===== config.mk =====
export PLATFORM = sky130hd
export DESIGN_NAME = flash_op_status
export DESIGN_NICKNAME = d
export VERILOG_FILES = /design/src/rtl/flash_status_pkg.sv /design/src/rtl/flash_sector_map.sv /design/src/rtl/flash_op_fsm.sv /design/src/rtl/flash_toggle_gen.sv /design/src/rtl/flash_op_status.sv
export SDC_FILE = /design/constraint.sdc
export NUM_CORES = 1
export LEC_CHECK = 0
export ABC_AREA = 1
export CORE_ASPECT_RATIO = 0.8
export CORE_MARGIN = 1
export CORE_UTILIZATION = 30
export CTS_BUF_LIST = sky130_fd_sc_hd__clkbuf_8 sky130_fd_sc_hd__clkbuf_16
export DETAILED_ROUTE_END_ITERATION = 8
export PLACE_DENSITY_LB_ADDON = 0.3
export SLEW_MARGIN = 0
export SYNTH_ARGS = -nofsm -noshare
export SYNTH_HDL_FRONTEND = slang
export SYNTH_SLANG_ARGS = --single-unit
export TNS_END_PERCENT = 20

===== constraint.sdc =====
create_clock -name clk_i -period 3.9 [get_ports clk_i]
set_input_delay 0.39 -clock clk_i [delete_from_list [all_inputs] [get_ports clk_i]]
set_output_delay 0.39 -clock clk_i [all_outputs]
set_load 0.02 [all_outputs]

===== src/rtl/flash_status_pkg.sv =====
package flash_status_pkg;

  typedef enum logic [2:0] {
    ST_IDLE,
    ST_PROG,
    ST_ERASE,
    ST_SUSP,
    ST_SUSP_PROG
  } op_state_e;

  localparam int unsigned TB_ANY_BIT  = 6;
  localparam int unsigned TB_SECT_BIT = 2;

  function automatic int unsigned max_u(int unsigned a, int unsigned b);
    return (a > b) ? a : b;
  endfunction

endpackage


===== src/rtl/flash_sector_map.sv =====
module flash_sector_map #(
  parameter int unsigned NUM_SECTORS = 8,
  parameter int unsigned ADDR_W      = 16
) (
  input  logic [ADDR_W-1:0]      addr_i,
  output logic [NUM_SECTORS-1:0] hit_o
);
  localparam int unsigned SECT_W = $clog2(NUM_SECTORS);

  logic [SECT_W-1:0] sect_idx;
  assign sect_idx = addr_i[ADDR_W-1 -: SECT_W];

  for (genvar g = 0; g < NUM_SECTORS; g++) begin : g_hit
    assign hit_o[g] = (sect_idx == SECT_W'(g));
  end

endmodule


===== src/rtl/flash_op_fsm.sv =====
module flash_op_fsm
  import flash_status_pkg::*;
#(
  parameter int unsigned NUM_SECTORS       = 8,
  parameter int unsigned PROG_CYCLES       = 400,
  parameter int unsigned ERASE_CYCLES      = 2000,
  parameter int unsigned PROT_PROG_CYCLES  = 100,
  parameter int unsigned PROT_ERASE_CYCLES = 5000
) (
  input  logic                   clk_i,
  input  logic                   rst_ni,
  input  logic                   prog_start_i,
  input  logic [NUM_SECTORS-1:0] prog_hit_i,
  input  logic                   erase_start_i,
  input  logic [NUM_SECTORS-1:0] erase_sel_i,
  input  logic [NUM_SECTORS-1:0] protect_i,
  input  logic                   suspend_i,
  input  logic                   resume_i,
  output op_state_e              state_o,
  output logic [NUM_SECTORS-1:0] erase_mask_o
);
  localparam int unsigned MAX_E = max_u(ERASE_CYCLES * NUM_SECTORS, PROT_ERASE_CYCLES);
  localparam int unsigned MAX_P = max_u(PROG_CYCLES, PROT_PROG_CYCLES);
  localparam int unsigned EW    = $clog2(MAX_E + 1);
  localparam int unsigned PW    = $clog2(MAX_P + 1);
  localparam int unsigned CW    = $clog2(NUM_SECTORS + 1);

  op_state_e              state_q, state_d;
  logic [EW-1:0]          ecnt_q, ecnt_d;
  logic [PW-1:0]          pcnt_q, pcnt_d;
  logic [NUM_SECTORS-1:0] mask_q, mask_d;
  logic                   eprot_q, eprot_d;

  logic [NUM_SECTORS-1:0] eff_sel;
  logic [CW-1:0]          n_unprot;
  logic [EW-1:0]          erase_len;
  logic [PW-1:0]          prog_len;
  logic                   prog_prot;

  assign eff_sel   = erase_sel_i & ~protect_i;
  assign prog_prot = |(prog_hit_i & protect_i);

  always_comb begin
    n_unprot = '0;
    for (int i = 0; i < NUM_SECTORS; i++) n_unprot = n_unprot + CW'(eff_sel[i]);
  end

  // lengths are loaded minus one: the terminal edge is the last busy edge
  assign erase_len = (n_unprot == '0) ? EW'(PROT_ERASE_CYCLES - 1)
                                      : EW'(int'(n_unprot) * ERASE_CYCLES - 1);
  assign prog_len  = prog_prot ? PW'(PROT_PROG_CYCLES - 1) : PW'(PROG_CYCLES - 1);

  always_comb begin
    state_d = state_q;
    ecnt_d  = ecnt_q;
    pcnt_d  = pcnt_q;
    mask_d  = mask_q;
    eprot_d = eprot_q;
    unique case (state_q)
      ST_IDLE: begin
        if (prog_start_i) begin
          state_d = ST_PROG;
          pcnt_d  = prog_len;
        end else if (erase_start_i) begin
          state_d = ST_ERASE;
          ecnt_d  = erase_len;
          mask_d  = eff_sel;
          eprot_d = (n_unprot == '0);
        end
      end
      ST_PROG: begin
        if (pcnt_q == '0) state_d = ST_IDLE;
        else              pcnt_d  = pcnt_q - 1'b1;
      end
      ST_ERASE: begin
        if (suspend_i && !eprot_q) begin
          state_d = ST_SUSP;
        end else if (ecnt_q == '0) begin
          state_d = ST_IDLE;
          mask_d  = '0;
          eprot_d = 1'b0;
        end else begin
          ecnt_d = ecnt_q - 1'b1;
        end
      end
      ST_SUSP: begin
        if (prog_start_i) begin
          state_d = ST_SUSP_PROG;
          pcnt_d  = prog_len;
        end else if (resume_i) begin
          state_d = ST_ERASE;
        end
      end
      ST_SUSP_PROG: begin
        if (pcnt_q == '0) state_d = ST_SUSP;
        else              pcnt_d  = pcnt_q - 1'b1;
      end
      default: state_d = ST_IDLE;
    endcase
  end

  always_ff @(posedge clk_i or negedge rst_ni) begin
    if (!rst_ni) begin
      state_q <= ST_IDLE;
      ecnt_q  <= '0;
      pcnt_q  <= '0;
      mask_q  <= '0;
      eprot_q <= 1'b0;
    end else begin
      state_q <= state_d;
      ecnt_q  <= ecnt_d;
      pcnt_q  <= pcnt_d;
      mask_q  <= mask_d;
      eprot_q <= eprot_d;
    end
  end

  assign state_o      = state_q;
  assign erase_mask_o = mask_q;

  p_susp_freeze_r7: assert property (@(posedge clk_i) disable iff (!rst_ni)
    (state_q == ST_SUSP && $past(state_q) == ST_SUSP) |-> $stable(ecnt_q))
    else $error("erase time moved during suspend");

  p_prog_back_r8: assert property (@(posedge clk_i) disable iff (!rst_ni)
    ($past(state_q) == ST_SUSP_PROG && state_q != ST_SUSP_PROG) |-> state_q == ST_SUSP)
    else $error("program in suspend did not return to suspend");

  p_prog_no_erase_r11: assert property (@(posedge clk_i) disable iff (!rst_ni)
    (state_q == ST_PROG) |=> (state_q == ST_PROG || state_q == ST_IDLE))
    else $error("command accepted during program");

  p_idle_mask_r3: assert property (@(posedge clk_i) disable iff (!rst_ni)
    (state_q == ST_IDLE) |-> (mask_q == '0))
    else $error("erase set left over in idle");

endmodule


===== src/rtl/flash_toggle_gen.sv =====
module flash_toggle_gen
  import flash_status_pkg::*;
#(
  parameter int unsigned NUM_SECTORS = 8,
  parameter int unsigned DATA_W      = 8
) (
  input  logic                   clk_i,
  input  logic                   rst_ni,
  input  op_state_e              state_i,
  input  logic                   rd_i,
  input  logic [NUM_SECTORS-1:0] rd_hit_i,
  input  logic [NUM_SECTORS-1:0] erase_mask_i,
  input  logic [DATA_W-1:0]      array_data_i,
  output logic [DATA_W-1:0]      rd_data_o
);
  logic              tb_any_q, tb_any_d;
  logic              tb_sect_q, tb_sect_d;
  logic [DATA_W-1:0] rd_data_q;
  logic              busy, erase_pend, in_set, status_rd;
  logic [DATA_W-1:0] status_word;

  assign busy       = (state_i == ST_PROG) || (state_i == ST_ERASE) || (state_i == ST_SUSP_PROG);
  assign erase_pend = (state_i == ST_ERASE) || (state_i == ST_SUSP) || (state_i == ST_SUSP_PROG);
  assign in_set     = |(rd_hit_i & erase_mask_i);
  assign status_rd  = busy || ((state_i == ST_SUSP) && in_set);

  always_comb begin
    tb_any_d  = tb_any_q;
    tb_sect_d = tb_sect_q;
    if (state_i == ST_IDLE) begin
      tb_any_d  = 1'b0;
      tb_sect_d = 1'b0;
    end else if (rd_i) begin
      if (busy)                tb_any_d  = ~tb_any_q;
      if (erase_pend && in_set) tb_sect_d = ~tb_sect_q;
    end
  end

  always_comb begin
    status_word              = '0;
    status_word[TB_ANY_BIT]  = tb_any_d;
    status_word[TB_SECT_BIT] = tb_sect_d;
  end

  always_ff @(posedge clk_i or negedge rst_ni) begin
    if (!rst_ni) begin
      tb_any_q  <= 1'b0;
      tb_sect_q <= 1'b0;
      rd_data_q <= '0;
    end else begin
      tb_any_q  <= tb_any_d;
      tb_sect_q <= tb_sect_d;
      if (rd_i) rd_data_q <= status_rd ? status_word : array_data_i;
    end
  end

  assign rd_data_o = rd_data_q;

  p_any_flip_r4: assert property (@(posedge clk_i) disable iff (!rst_ni)
    (rd_i && busy) |=> (tb_any_q != $past(tb_any_q)))
    else $error("bit 6 did not flip on busy read");

  p_sect_hold_r5: assert property (@(posedge clk_i) disable iff (!rst_ni)
    (rd_i && !in_set && state_i != ST_IDLE) |=> $stable(tb_sect_q))
    else $error("bit 2 moved on unqualified read");

  p_idle_clear_r6: assert property (@(posedge clk_i) disable iff (!rst_ni)
    ($past(state_i) == ST_IDLE) |-> (!tb_any_q && !tb_sect_q))
    else $error("toggle bits not cleared in idle");

  p_idle_array_r6: assert property (@(posedge clk_i) disable iff (!rst_ni)
    (rd_i && state_i == ST_IDLE) |=> (rd_data_o == $past(array_data_i)))
    else $error("idle read did not return array data");

  p_susp_hold_r7: assert property (@(posedge clk_i) disable iff (!rst_ni)
    (state_i == ST_SUSP) |=> $stable(tb_any_q))
    else $error("bit 6 moved in suspend");

endmodule


===== src/rtl/flash_op_status.sv =====
module flash_op_status
  import flash_status_pkg::*;
#(
  parameter int unsigned NUM_SECTORS  = 8,
  parameter int unsigned ADDR_W       = 16,
  parameter int unsigned DATA_W       = 8,
  parameter int unsigned CLK_MHZ      = 50,
  parameter int unsigned PROG_CYCLES  = 400,
  parameter int unsigned ERASE_CYCLES = 2000
) (
  input  logic                   clk_i,
  input  logic                   rst_ni,
  input  logic                   prog_start_i,
  input  logic [ADDR_W-1:0]      prog_addr_i,
  input  logic                   erase_start_i,
  input  logic [NUM_SECTORS-1:0] erase_sel_i,
  input  logic [NUM_SECTORS-1:0] protect_i,
  input  logic                   suspend_i,
  input  logic                   resume_i,
  input  logic                   rd_i,
  input  logic [ADDR_W-1:0]      rd_addr_i,
  input  logic [DATA_W-1:0]      array_data_i,
  output logic [DATA_W-1:0]      rd_data_o,
  output logic                   rdy_bsy_no
);
  localparam int unsigned PROT_PROG_CYCLES  = 2 * CLK_MHZ;
  localparam int unsigned PROT_ERASE_CYCLES = 100 * CLK_MHZ;

  op_state_e              state;
  logic [NUM_SECTORS-1:0] prog_hit, rd_hit, erase_mask;

  flash_sector_map #(.NUM_SECTORS(NUM_SECTORS), .ADDR_W(ADDR_W)) i_prog_map (
    .addr_i(prog_addr_i),
    .hit_o (prog_hit)
  );

  flash_sector_map #(.NUM_SECTORS(NUM_SECTORS), .ADDR_W(ADDR_W)) i_rd_map (
    .addr_i(rd_addr_i),
    .hit_o (rd_hit)
  );

  flash_op_fsm #(
    .NUM_SECTORS      (NUM_SECTORS),
    .PROG_CYCLES      (PROG_CYCLES),
    .ERASE_CYCLES     (ERASE_CYCLES),
    .PROT_PROG_CYCLES (PROT_PROG_CYCLES),
    .PROT_ERASE_CYCLES(PROT_ERASE_CYCLES)
  ) i_fsm (
    .clk_i        (clk_i),
    .rst_ni       (rst_ni),
    .prog_start_i (prog_start_i),
    .prog_hit_i   (prog_hit),
    .erase_start_i(erase_start_i),
    .erase_sel_i  (erase_sel_i),
    .protect_i    (protect_i),
    .suspend_i    (suspend_i),
    .resume_i     (resume_i),
    .state_o      (state),
    .erase_mask_o (erase_mask)
  );

  flash_toggle_gen #(.NUM_SECTORS(NUM_SECTORS), .DATA_W(DATA_W)) i_toggle (
    .clk_i       (clk_i),
    .rst_ni      (rst_ni),
    .state_i     (state),
    .rd_i        (rd_i),
    .rd_hit_i    (rd_hit),
    .erase_mask_i(erase_mask),
    .array_data_i(array_data_i),
    .rd_data_o   (rd_data_o)
  );

  // pulled low only while an algorithm runs; suspend counts as ready
  assign rdy_bsy_no = !((state == ST_PROG) || (state == ST_ERASE) || (state == ST_SUSP_PROG));

  p_ready_in_susp_r7: assert property (@(posedge clk_i) disable iff (!rst_ni)
    (state == ST_ERASE && suspend_i && rdy_bsy_no == 1'b0 && $past(state) == ST_ERASE
     && erase_mask != '0) |=> rdy_bsy_no)
    else $error("ready not restored on suspend");

endmodule


==> results.ini <==
[sta]
finalSetupViolCount=6
period_share_pct=130
finalHoldViolCount=0
report.final.slew_viol_count=0
slew_headroom_pct=29.8
fin_tns_setup_ns=-5.51
grt_setup_unrepaired=true
finalWorstSetupSlack_ns=-1.15
fmaxAchievable_ghz=0.198
fin_skew_ns=0.0122
tightest_slew_ns=1.05
period_minus_slack_ns=5.05

[synthesis]
ys_seq_area_share_pct=31.6
synth_warnings=0
synthFlopType=dfrtp_1
synthArstFlopShare_pct=100
avgSynthCellArea_um2=7.09
ys_seq_elements=45
syn_inst=503
syn_area_mm2=0.00356
synthesis.nets=598
synth_edf_count=0
synth_cell_types=38

[die]
chipWidth_um=124
ios=72
start_util_pct=30.8
design.core.area_mm2=0.0116
fp.dieArea_mm2=0.0123
rows=35
die_h_um=99.5

[drt]
wl_met2_um=4630
viasPerCell=4.68
dr.first_iter.drc_count=244
wl_met1_um=4790
vias=3642
wire_per_inst_um=12.7
ant_nets=0
wl_um=9880
highest_layer=met4
drc=0
dr.pass1.iters=4
wl_met3_um=350

[layout]
multiInputGateArea_mm2=0.00236
seqCellArea_mm2=0.00113
final_common_cell=nand2_1
area_growth_pct=46.7
n_antenna_cell=0
nets=725
final_cell_mix=nand2_1 (109), buf_4 (75), inv_1 (63)
fillers=1151
layout-drive-gt1-share_pct=28.4

[clock_network]
clkLatencyLatePin_ns=0.30
cts-root-buf=clkbuf_16
clk_pin_slew_ns=0.07
htreeDepth=2
cts_buffer_depth=2
numCtsBuffers=5
cts_tree=done
cts.sinks=45

[min_path]
hold_path.class=in -> async

[placed_design]
gp_congestion=0.813
place_ws_ns=-1.98
dp_hpwl_um=7010
port_buffers=45

[critical_path]
reg2reg_to=i_fsm.ecnt_q[5]$_DFFE_PN0P_
ff2ff_path_depth=10
crit_top_cell=buf_4
slowest_stage=buf_4
crit_fanout=2
cp-end-kind=flop
crit_path_max_incr_delay_ns=0.13
crit_start=protect_i[2]
rr_startpoint=i_fsm.state_o[1]$_DFFE_PN0P_
rrSetupSlack_ns=1.85
crit_arrival_ns=5.27
worst-setup-path-type=in -> reg
timing.critical_path.to=i_fsm.erase_mask_o[2]$_DFFE_PN0P_
worstPathRequired_ns=4.12
start_kind=input port

[pwr]
ir_drop_mv=0.310
p_int_w=0.00222
powerDensity_mw_per_mm2=818
combPwrFrac_pct=70.1
seq_power_share_pct=19.5
switchingPower_w=0.00206
clkPwrFrac_pct=10.4
power.leakage_nw=2.56
swShare_pct=48.2

[global_routing]
track_usage_pct=17.1
grt_max_degree=46
antenna_found_initial=0
grt-ovfl-total=0
grt_pass1_vias=3543
grt_pass1_wl_um=16500

[flow_run]
maxCapViolations=0

[outcome]
violations=setup timing
status=complete, but fails checks

[Yosys cell counts (2+ instances only)]
library cell	count	area, µm²
o211ai_1	5	37.5
nor3_1	5	25.0
nor2_2	2	12.5
clkbuf_1	3	11.3
dfrtp_1	45	1130
fa_1	10	200
o21ai_1	7	35.0
nand2_1	121	454
ha_1	22	275
nand2_2	3	18.8
nand4_1	3	18.8
inv_1	77	289
nand3_1	37	185
a22oi_1	2	15.0
inv_2	7	26.3
o22ai_1	6	37.5
a21oi_1	26	130
nand3b_1	4	30.0
xnor2_1	5	43.8
o21ai_0	40	200
nor2_1	48	180
xor2_1	5	43.8
a31oi_1	4	25.0
o31ai_1	2	15.0
[metrics by stage]
step / area, µm² / hold slack (ns) / utilization (%) / std cells / power [W]
6_report: 5230 / 0.287 / 45.2 / 779 / 0.00428
5_1_grt: 5230 / 0.371 / 45.2 / 779 / 0.00470
3_3_place_gp: 4550 / 0.467 / 39.4 / 729 / 0.00333
2_1_floorplan: 3660 / 0.0944 / - / 503 / 0.00261
3_5_place_dp: 4550 / 0.465 / 39.4 / 729 / 0.00341
4_1_cts: 5100 / 0.339 / 44.1 / 777 / 0.00404
[registers in the layout, indices dropped and copies added (netlist names)]
register	flops
i_fsm.ecnt_q	14
i_fsm.eprot_q	1
i_fsm.erase_mask_o	8
i_fsm.pcnt_q	9
i_fsm.state_o	3
i_toggle.rd_data_o	8
i_toggle.tb_any_q	1
i_toggle.tb_sect_q	1
[power by group through the flow]
stage          clock network, W  logic (W)  registers [W]
3_3_place_gp                  0    0.00249       0.000835
3_5_place_dp                  0    0.00257       0.000835
4_1_cts                0.000452    0.00276       0.000831
5_1_grt                0.000477    0.00336       0.000863
6_report               0.000447    0.00300       0.000833
2_1_floorplan                 0    0.00176       0.000851
[worst min-delay path by stage]
stage                                       from                           endpoint  slack [ns]  depth (start not counted)
3_5_place_dp   i_toggle.rd_data_o[2]$_DFFE_PN0P_  i_toggle.rd_data_o[2]$_DFFE_PN0P_        0.47                          2
2_1_floorplan                             rst_ni        i_fsm.ecnt_q[0]$_DFFE_PN0P_        0.09                          0
6_report                                  rst_ni        i_fsm.ecnt_q[7]$_DFFE_PN0P_        0.29                          1
3_3_place_gp   i_toggle.rd_data_o[2]$_DFFE_PN0P_  i_toggle.rd_data_o[2]$_DFFE_PN0P_        0.47                          2
4_1_cts                                   rst_ni        i_fsm.ecnt_q[7]$_DFFE_PN0P_        0.34                          1
5_1_grt                                   rst_ni        i_fsm.pcnt_q[4]$_DFFE_PN0P_        0.37                          1
[routing by layer]
metal  global-route usage, %  vias up
met4                    4.17        0
li1                        -     1881
met5                       0        -
met2                    27.3       61
met1                    24.2     1692
met3                    2.47        8
[critical path: cells and delay by family]
kind / cells / cell delay, ns
AOI/OAI and AO/OA: 1 / 0.09
buffers and inverters: 40 / 4.74
and+or+nand+nor: 1 / 0.07
[layout make-up]
| type | instances | area share, % |
|---|---|---|
| multi-input combinational | 367 | 45.2 |
| sequential | 45 | 21.5 |
| clock buffer | 6 | 2.66 |
| tap | 148 | 3.54 |
| clock inverter | 2 | 0.263 |
| inverter | 86 | 6.56 |
| timing repair buffer | 125 | 20.3 |
[logic make-up (layout without fill, tap and decap cells)]
kind of cell	count (synthesis)	in the layout	synth area share [%]
AO/OA/AOI/OAI	94	94	14.3
AND/OR/NAND/NOR	231	231	28.4
XOR/XNOR	10	10	2.46
flip-flops	45	45	31.6
adder cells (fa/ha/maj)	32	32	13.3
buffers and inverters	91	219	9.90
[timing repair]
action / CTS / global route
setup endpoints to repair: 12 / 11
pin swaps: 30 / 27
resized for setup: 54 / 38
buffers inserted: 40 / 2
hold endpoints to repair: 0 / 0
hold buffers: 0 / 0
No activity file was read; power rests on OpenSTA's default activity.
